[src/rtl/dpb_pkg.sv]
package dpb_pkg;
    localparam int NPORT = 2;

    typedef enum logic [1:0] {
        OWN_IDLE = 2'd0,
        OWN_DATA = 2'd1,
        OWN_WAIT = 2'd2,
        OWN_BUSY = 2'd3
    } own_st_e;

    typedef struct packed {
        logic single;
        logic bank;
    } cfg_t;
endpackage

[src/rtl/dpb_sync.sv]
module dpb_sync #(
    parameter int W      = 2,
    parameter int STAGES = 2
) (
    input  logic         clk,
    input  logic         rst_n,
    input  logic [W-1:0] async_i,
    output logic [W-1:0] sync_o
);
    typedef struct packed {
        logic [STAGES-1:0][W-1:0] pipe;
    } sync_s;

    sync_s s_d, s_q;

    always_comb begin
        s_d = s_q;
        s_d.pipe[0] = async_i;
        for (int i = 1; i < STAGES; i++) begin
            s_d.pipe[i] = s_q.pipe[i-1];
        end
    end

    always_ff @(posedge clk or negedge rst_n) begin
        if (!rst_n) s_q <= '0;
        else        s_q <= s_d;
    end

    assign sync_o = s_q.pipe[STAGES-1];
endmodule

[src/rtl/dpb_cfg.sv]
module dpb_cfg
    import dpb_pkg::*;
#(
    parameter int SYNC_STAGES = 2
) (
    input  logic clk,
    input  logic rst_n,
    input  logic single_pin_i,
    input  logic bank_pin_i,
    input  logic bus_idle_i,
    output cfg_t cfg_o
);
    logic [1:0] pins_sync;

    dpb_sync #(.W(2), .STAGES(SYNC_STAGES)) i_sync (
        .clk    (clk),
        .rst_n  (rst_n),
        .async_i({single_pin_i, bank_pin_i}),
        .sync_o (pins_sync)
    );

    typedef struct packed {
        cfg_t cfg;
    } cfg_s;

    cfg_s s_d, s_q;

    always_comb begin
        s_d = s_q;
        if (bus_idle_i) begin
            s_d.cfg.single = pins_sync[1];
            s_d.cfg.bank   = pins_sync[0];
        end
    end

    always_ff @(posedge clk or negedge rst_n) begin
        if (!rst_n) s_q <= '0;
        else        s_q <= s_d;
    end

    assign cfg_o = s_q.cfg;


    cfg_frozen_busy_chk: assert property (@(posedge clk) disable iff (!rst_n)
        !bus_idle_i |=> $stable(s_q.cfg));
endmodule

[src/rtl/dpb_port_track.sv]
module dpb_port_track (
    input  logic clk,
    input  logic rst_n,
    input  logic en_i,
    input  logic start_i,
    input  logic stop_i,
    input  logic wr_cmd_i,
    input  logic lock_i,
    output logic active_o,
    output logic pend_o,
    output logic rej_o
);
    typedef struct packed {
        logic active;
        logic pend;
        logic rej;
    } trk_s;

    trk_s s_d, s_q;

    always_comb begin
        s_d = s_q;
        if (!en_i) begin
            s_d = '0;
        end else if (start_i) begin
            s_d.active = 1'b1;
            s_d.pend   = 1'b0;
            s_d.rej    = lock_i;
        end else if (stop_i) begin
            s_d.active = 1'b0;
            s_d.pend   = 1'b0;
        end else begin
            if (wr_cmd_i && s_q.active) s_d.pend = 1'b1;
            if (lock_i && s_q.active)   s_d.rej  = 1'b1;
        end
    end

    always_ff @(posedge clk or negedge rst_n) begin
        if (!rst_n) s_q <= '0;
        else        s_q <= s_d;
    end

    assign active_o = s_q.active;
    assign pend_o   = s_q.pend;
    assign rej_o    = s_q.rej;


    rej_sticky_chk: assert property (@(posedge clk) disable iff (!rst_n)
        (s_q.rej && en_i && !start_i) |=> s_q.rej);


    pend_needs_cmd_chk: assert property (@(posedge clk) disable iff (!rst_n)
        (!s_q.pend && !wr_cmd_i) |=> !s_q.pend);
endmodule

[src/rtl/dpb_own_arb.sv]
module dpb_own_arb
    import dpb_pkg::*;
(
    input  logic             clk,
    input  logic             rst_n,
    input  logic [NPORT-1:0] d0_ok_i,
    input  logic [NPORT-1:0] stop_i,
    input  logic [NPORT-1:0] busy_i,
    output logic             held_o,
    output logic             owner_o
);
    typedef struct packed {
        own_st_e st;
        logic    owner;
    } arb_s;

    arb_s s_d, s_q;
    logic own_busy;
    logic own_stop;

    assign own_busy = busy_i[s_q.owner];
    assign own_stop = stop_i[s_q.owner];

    always_comb begin
        s_d = s_q;
        unique case (s_q.st)
            OWN_IDLE: begin
                if (d0_ok_i[0]) begin
                    s_d.st    = OWN_DATA;
                    s_d.owner = 1'b0;
                end else if (d0_ok_i[1]) begin
                    s_d.st    = OWN_DATA;
                    s_d.owner = 1'b1;
                end
            end
            OWN_DATA: if (own_stop) s_d.st = OWN_WAIT;
            OWN_WAIT: s_d.st = own_busy ? OWN_BUSY : OWN_IDLE;
            OWN_BUSY: if (!own_busy) s_d.st = OWN_IDLE;
            default:  s_d.st = OWN_IDLE;
        endcase
    end

    always_ff @(posedge clk or negedge rst_n) begin
        if (!rst_n) s_q <= '{st: OWN_IDLE, owner: 1'b0};
        else        s_q <= s_d;
    end

    assign held_o  = (s_q.st != OWN_IDLE);
    assign owner_o = s_q.owner;


    grant_on_d0_chk: assert property (@(posedge clk) disable iff (!rst_n)
        (s_q.st == OWN_IDLE && d0_ok_i != '0) |=> (s_q.st == OWN_DATA));


    tie_to_port0_chk: assert property (@(posedge clk) disable iff (!rst_n)
        (s_q.st == OWN_IDLE && d0_ok_i[0] && d0_ok_i[1]) |=> (s_q.owner == 1'b0));


    owner_kept_chk: assert property (@(posedge clk) disable iff (!rst_n)
        (s_q.st != OWN_IDLE) |=> (s_q.st == OWN_IDLE || $stable(s_q.owner)));


    release_after_busy_chk: assert property (@(posedge clk) disable iff (!rst_n)
        ((s_q.st == OWN_BUSY || s_q.st == OWN_WAIT) && !own_busy) |=> (s_q.st == OWN_IDLE));
endmodule

[src/rtl/dpbank_router.sv]
module dpbank_router
    import dpb_pkg::*;
#(
    parameter int SYNC_STAGES = 2
) (
    input  logic       clk,
    input  logic       rst_n,
    input  logic       single_mode_i,
    input  logic       bank_pin_i,
    input  logic       mon_en_i,
    input  logic [1:0] scl_i,
    input  logic [1:0] sda_i,
    input  logic [1:0] start_i,
    input  logic [1:0] stop_i,
    input  logic [1:0] wr_cmd_i,
    input  logic [1:0] d0_i,
    input  logic [1:0] busy_i,
    output logic [1:0] bank_sel_o,
    output logic [1:0] ack_en_o,
    output logic [1:0] lock_o,
    output logic [1:0] wr_own_o,
    output logic       mon_oe_o,
    output logic       mon_src_o,
    output logic       mon_scl_o,
    output logic       mon_sda_o
);
    cfg_t             cfg;
    logic [NPORT-1:0] port_en;
    logic [NPORT-1:0] active;
    logic [NPORT-1:0] pend;
    logic [NPORT-1:0] rej;
    logic [NPORT-1:0] lock_raw;
    logic [NPORT-1:0] d0_ok;
    logic             bus_idle;
    logic             held;
    logic             owner;

    assign port_en  = {~cfg.single, 1'b1};
    assign bus_idle = (active == '0) && ((start_i & port_en) == '0);

    dpb_cfg #(.SYNC_STAGES(SYNC_STAGES)) i_cfg (
        .clk         (clk),
        .rst_n       (rst_n),
        .single_pin_i(single_mode_i),
        .bank_pin_i  (bank_pin_i),
        .bus_idle_i  (bus_idle),
        .cfg_o       (cfg)
    );

    for (genvar p = 0; p < NPORT; p++) begin : g_port
        assign lock_raw[p] = held && (owner != p[0]);
        assign d0_ok[p]    = d0_i[p] && port_en[p] && pend[p] && !rej[p];

        dpb_port_track i_trk (
            .clk     (clk),
            .rst_n   (rst_n),
            .en_i    (port_en[p]),
            .start_i (start_i[p]),
            .stop_i  (stop_i[p]),
            .wr_cmd_i(wr_cmd_i[p]),
            .lock_i  (lock_raw[p]),
            .active_o(active[p]),
            .pend_o  (pend[p]),
            .rej_o   (rej[p])
        );

        assign lock_o[p]   = lock_raw[p] && port_en[p];
        assign wr_own_o[p] = held && (owner == p[0]);
        assign ack_en_o[p] = port_en[p] && !lock_raw[p] && !rej[p];


        no_ack_when_locked_chk: assert property (@(posedge clk) disable iff (!rst_n)
            lock_o[p] |-> !ack_en_o[p]);
    end

    dpb_own_arb i_arb (
        .clk    (clk),
        .rst_n  (rst_n),
        .d0_ok_i(d0_ok),
        .stop_i (stop_i & port_en),
        .busy_i (busy_i),
        .held_o (held),
        .owner_o(owner)
    );

    assign bank_sel_o = cfg.single ? {1'b1, cfg.bank} : 2'b10;
    assign mon_src_o  = cfg.single ? 1'b0 : cfg.bank;
    assign mon_oe_o   = mon_en_i;
    assign mon_scl_o  = mon_en_i ? scl_i[mon_src_o] : 1'b1;
    assign mon_sda_o  = mon_en_i ? sda_i[mon_src_o] : 1'b1;


    single_port1_quiet_chk: assert property (@(posedge clk) disable iff (!rst_n)
        cfg.single |-> (!ack_en_o[1] && !wr_own_o[1]));


    mon_released_chk: assert property (@(posedge clk) disable iff (!rst_n)
        !mon_en_i |-> (!mon_oe_o && mon_scl_o && mon_sda_o));
endmodule

[config.mk]
export PLATFORM = sky130hd
export DESIGN_NAME = dpbank_router
export DESIGN_NICKNAME = d
export VERILOG_FILES = /design/src/rtl/dpb_pkg.sv /design/src/rtl/dpb_sync.sv /design/src/rtl/dpb_cfg.sv /design/src/rtl/dpb_port_track.sv /design/src/rtl/dpb_own_arb.sv /design/src/rtl/dpbank_router.sv
export SDC_FILE = /design/constraint.sdc
export NUM_CORES = 1
export LEC_CHECK = 0
export BUFFER_PORTS_ARGS = -buffer_cell sky130_fd_sc_hd__buf_2
export CAP_MARGIN = 15
export CELL_PAD_IN_SITES_DETAIL_PLACEMENT = 0
export CELL_PAD_IN_SITES_GLOBAL_PLACEMENT = 1
export CORE_AREA = 2 2 57 59
export CTS_CLUSTER_DIAMETER = 100
export CTS_CLUSTER_SIZE = 25
export DETAILED_ROUTE_END_ITERATION = 12
export DIE_AREA = 0 0 59 61
export PLACE_DENSITY_LB_ADDON = 0.1
export SLEW_MARGIN = 20
export SYNTH_ARGS = -nofsm -noshare
export SYNTH_HDL_FRONTEND = slang
export SYNTH_SLANG_ARGS = --single-unit
export TNS_END_PERCENT = 50
[constraint.sdc]
create_clock -name clk -period 1.5 [get_ports clk]
set_input_delay 0.15 -clock clk [delete_from_list [all_inputs] [get_ports clk]]
set_output_delay 0.15 -clock clk [all_outputs]
set_load 0.1 [all_outputs]
; ---- Word-level counts from Yosys, hierarchy flattened
; Index checks and enable logic that the tools add are counted.
[word_totals]
reg_bits = 15
output_inout_bits = 12
word_cells = 92
[op_classes]
magnitude_cmp = 2
n_eq_ne = 8
n_mux = 31
bitwise_logic = 4
reduce_logical = 35
[ops]
columns = op, n
row1 = 1-bit two-way mux, 22
row2 = 1-bit logical AND, 16
row3 = 3-bit two-way mux, 5
row4 = 3-bit nonzero test, 3
row5 = 2-bit case mux with 4 select lines, 1
row6 = 2-bit nonzero test, 4
row7 = 2-bit zero test, 3
row8 = 2-bit two-way mux, 3
row9 = 2-bit AND reduction, 3
row10 = 2-bit AND, 2
row11 = "2-bit equality test, second input constant", 2
row12 = 1-bit zero test, 4
row13 = "1-bit by 2-bit less-than comparator with 1-bit output, second input constant", 2
row14 = "2-bit inequality test, second input constant", 2
row15 = 4-bit nonzero test, 1
row16 = "3-bit by 2-bit inequality test with 1-bit output, second input constant", 1
row17 = "3-bit inequality test, second input constant", 1
row18 = 3-bit AND reduction, 1
row19 = "2-bit by 1-bit equality test with 1-bit output, second input constant", 1
row20 = "2-bit by 1-bit inequality test with 1-bit output, second input constant", 1
row21 = 1-bit NOT, 2

; ---- Depth between registers and ports, before layout
[depth]
depth_word = 7
ltp_mapped = 4
ltp_nobuf = 3

; ---- Modules after synthesis
; A second synthesis with hierarchy kept.
[hier_totals]
hier_cells = 66
area_unflattened_um2 = 753.2
[by_module_without_submodules]
columns = mod, n_inst, cells_each, area_per_inst_um2, seq_area_each_um2
row1 = dpb_port_track, 2, 10, 133.9, 75.1
row2 = dpbank_router, 1, 24, 157.7, 0.0
row3 = dpb_own_arb, 1, 14, 155.1, 75.1
row4 = dpb_sync, 1, 4, 100.1, 100.1
row5 = dpb_cfg, 1, 4, 72.6, 50.0

; ---- Worst setup path before layout
; Ideal clock, no wire load.
[synth_timing]
path_type = flip-flop to output port
from = reg i_arb.s_q[2] in the netlist's numbering
to = out ack_en_o[1]
t_arrival_ps = 2644
slack_ps = -1294
stages_incl_launch_ff = 3
path_buffers = 0
cell_sequence = dfrtp_1 > o21ba_2 > nor3_1
[synth_via]
elab_chain_cells = 5
[synth_lines]
columns = element, line_no
row1 = "start, declared", dpb_own_arb.sv:17  ; arb_s s_d, s_q;
row2 = "start signal, assigned", dpb_own_arb.sv:44  ; if (!rst_n) s_q <= '{st: OWN_IDLE, owner: 1'b0};
row3 = 2-bit nonzero test, dpb_own_arb.sv:48  ; assign held_o = (s_q.st != OWN_IDLE);
row4 = 1-bit logical AND, dpbank_router.sv:51  ; assign lock_raw[p] = held && (owner != p[0]);
row5 = named net g_port[1].i_trk.lock_i, dpb_port_track.sv:8  ; input logic lock_i,
row6 = 1-bit zero test, dpbank_router.sv:69  ; assign ack_en_o[p] = port_en[p] && !lock_raw[p] && !rej[p];
row7 = 1-bit logical AND (2 in series), dpbank_router.sv:69
row8 = "end, declared", dpbank_router.sv:19  ; output logic [1:0] ack_en_o,
; The timed path passes the listed nets, and every way through them passes these cells.

; ---- Worst setup path in the final report
[layout_timing]
from = reg i_arb.s_q[1] in the netlist's numbering
to = out ack_en_o[1]
[layout_via]
elab_chain_cells = 5
[layout_lines]
columns = element, line_no
row1 = 2-bit nonzero test, dpb_own_arb.sv:48
row2 = 1-bit logical AND, dpbank_router.sv:51
row3 = 1-bit zero test, dpbank_router.sv:69
row4 = 1-bit logical AND (2 in series), dpbank_router.sv:69
; No other way between the ends.

==> flow_summary.yaml <==
finish:
  syn2layout_area_growth_pct: 60.8
  layout-drive-gt1-share_pct: 49.1
  nFillCells: 319
  register_area_um2: 378
  antenna_cells: 0
  layout.nets: 126
  multi_input_area_um2: 318
floorplan:
  core_area_mm2: 0.00295
  start_util_pct: 24.7
  die_h_um: 61
  design.die.area_mm2: 0.00360
  fp.dieW_um: 59
  rows: 20
  num_io_pins: 31
synthesis:
  async_flop_share_pct: 100
  synthAdderAreaFrac_pct: 0
  synth_top_area_cell: "dfrtp_1"
  synthTopCellsByCount: "15 x dfrtp_1, 5 x a21oi_1, 5 x buf_4, 5 x inv_1"
  yosysMostFrequentCell: "dfrtp_1"
  ys_types: 29
  yosysSeqAreaShare_pct: 51.5
  ys_ff_latch: 15
  synth_top_family_by_area: "simple AND/OR/NAND/NOR gates"
  yosys.area_share.simple_pct: 16.3
  synth_compound_area_share_pct: 14.6
  synth_top_cells_by_area: "dfrtp_1 52%, buf_4 5.2%, mux2i_1 4.1%, a21oi_1 3.4%, mux2_1 3.1%"
  synthXorXnorAreaFrac_pct: 0
  synthFlopType: "dfrtp_1"
  syn_area_per_cell_um2: 10.7
  synth_area_um2: 728
  synth_fp_nets: 87
  synth_mux_area_share_pct: 7.22
  synthDominantCellAreaShare_pct: 51.5
  synth_warnings: 0
  synthCells: 68
  synth-edff-count: 0
worst_setup_path:
  reg2reg_to: "i_arb.owner_o"
  slowest_delay_ps: 450
  worst-setup-path-type: "reg2out"
  end_kind: "output pin"
  crit_fanout: 4
  reg2reg_depth: 4
  arrival_ps: 1340
  critPathLaunch: "i_arb.s_q[1]"
  required_ps: 1350
  crit_slowest_cell: "dfrtp_1"
  r2r_slack_ps: 260
  worstPathCellList: "o21ba_4, nor3_4, buf_12"
  worstSetupStartpointType: "register"
  r2r_start: "i_cfg.cfg_o[1]"
route:
  detail-route-antenna-nets: 0
  routedWlPerCell_um: 11.4
  wl_um: 1580
  remaining_drc_errors: 0
  viasPerCell: 4.44
  drtIter0Drc: 5
  dr.pass1.iters: 3
  vias: 617
worst_hold_path:
  whs_endpoint: "g_port[1].i_trk.pend_o"
  hp-start: "stop_i[1]"
  hold_path_class: "in2reg"
  min_path_cells: 2
timing:
  fin_crit_sh_pct: 99.1
  setup-tns-final_ps: 0
  fmax_mhz: 673
  holdWs_ps: 64.3
  grt_setup_unrepaired: "true"
  hold_violations: 0
  finClkSkew_ps: 6.87
  setup_viol: 0
  drv_slew: 0
  fin_crit_ps: 1490
clock_tree:
  cts_made_buffers: 3
  clk_pin_slew_ps: 90
  cts_max_level: 1
  root_buffer: "clkbuf_4"
  cts_sinks: 15
  worst_skew_pair.late_latency_ps: 280
  clock_path_buffers: 2
  cts_tree: "done"
grt:
  grt_max_degree: 16
  grt_usage_pct: 10.1
  antenna_found_initial: 0
  overflow: 0
  grt_pass1_vias: 549
  grt_first_pass_wirelength_um: 2640
job:
  drv_cap: 0
status:
  outcome: "finished, final reports clean"
placement:
  hpwl_um: 1220
  io_buffers: 29
  gp_congestion: 0.672
==> cell usage in the layout, fill, tap and decap left out, drive strengths merged <==
| master | n |
|---|---|
| mux2i | 3 |
| nand4bb | 1 |
| o21ba | 2 |
| nand2b | 3 |
| clkbuf | 4 |
| inv | 6 |
| conb | 1 |
| a211oi | 1 |
| o21bai | 1 |
| and2 | 1 |
| o31a | 1 |
| nor4 | 1 |
| o211a | 1 |
| a21oi | 5 |
| a22o | 1 |
| nor3 | 4 |
| buf | 37 |
| nand3b | 1 |
| mux2 | 2 |
| o21ai | 3 |
| nor2 | 4 |
| nand2 | 4 |
| nor2b | 1 |
| dlygate4sd3 | 3 |
| dfrtp | 15 |
==> state kept, by name, indices dropped and copies added (netlist names) <==
name,count
g_port.i_trk.rej_o,2
i_cfg.i_sync.sync_o,2
i_cfg.i_sync.s_d,2
i_arb.owner_o,1
g_port.i_trk.pend_o,2
i_arb.s_q,2
i_cfg.cfg_o,2
g_port.i_trk.active_o,2
==> what timing repair did <==
item | in CTS | in global routing
pin swaps | 1 | 1
endpoints found under the setup margin | 6 | 8
hold buffers | 3 | 0
endpoints found under the hold margin | 17 | 0
resized for setup | 1 | 4
buffers inserted | 1 | 4
==> final cells by class <==
cell class	count	share of cell area (%)
repair buffers	40	32.9
flip-flops and latches	15	32.3
multi-input cells	41	27.1
well taps	33	3.53
clock buffers	4	2.24
inverters	6	1.92
==> critical path: cells and delay by family (launching register included) <==
| family | cells | cell delay, ps |
|---|---|---|
| simple gates | 1 | 150 |
| compound gates | 1 | 260 |
| buf+inv | 1 | 200 |
| flops | 1 | 450 |
==> kinds of logic (layout without fill, tap and decap cells) <==
kind of cell / Yosys count / after routing
other: 1 / 1
flip-flops: 15 / 15
AO/OA/AOI/OAI: 15 / 15
multiplexers: 5 / 5
buffers and inverters: 12 / 50
AND/OR/NAND/NOR: 20 / 20
==> metrics by stage <==
step / cell area (um2) / setup slack [ps] / util (%) / cells
global route: 1170 / -63.0 / 39.7 / 139
CTS: 1130 / -24.6 / 38.2 / 135
floorplan: 753 / -243 / - / 68
global placement: 1060 / 261 / 36.0 / 127
detailed placement: 1060 / 261 / 36.0 / 127
finish: 1170 / 13.1 / 39.7 / 139
==> worst max-delay path by stage <==
stage                        to  slack (ps)  depth (start not counted)
detailed placement  ack_en_o[1]         260                          3
CTS                 ack_en_o[0]         -20                          4
floorplan           ack_en_o[0]        -240                          3
global placement    ack_en_o[0]         260                          4
global route        ack_en_o[0]         -60                          4
finish              ack_en_o[1]          10                          3
==> layer usage <==
metal / routed length [um] / GRT usage, %
met4: 18 / 3.90
met1: 800 / 14.5
met5: 0 / 0
met2: 640 / 13.5
met3: 119 / 4.05
Power is not shown: default switching activity piles up to over one toggle a cycle in this logic, so the estimate is an artifact.
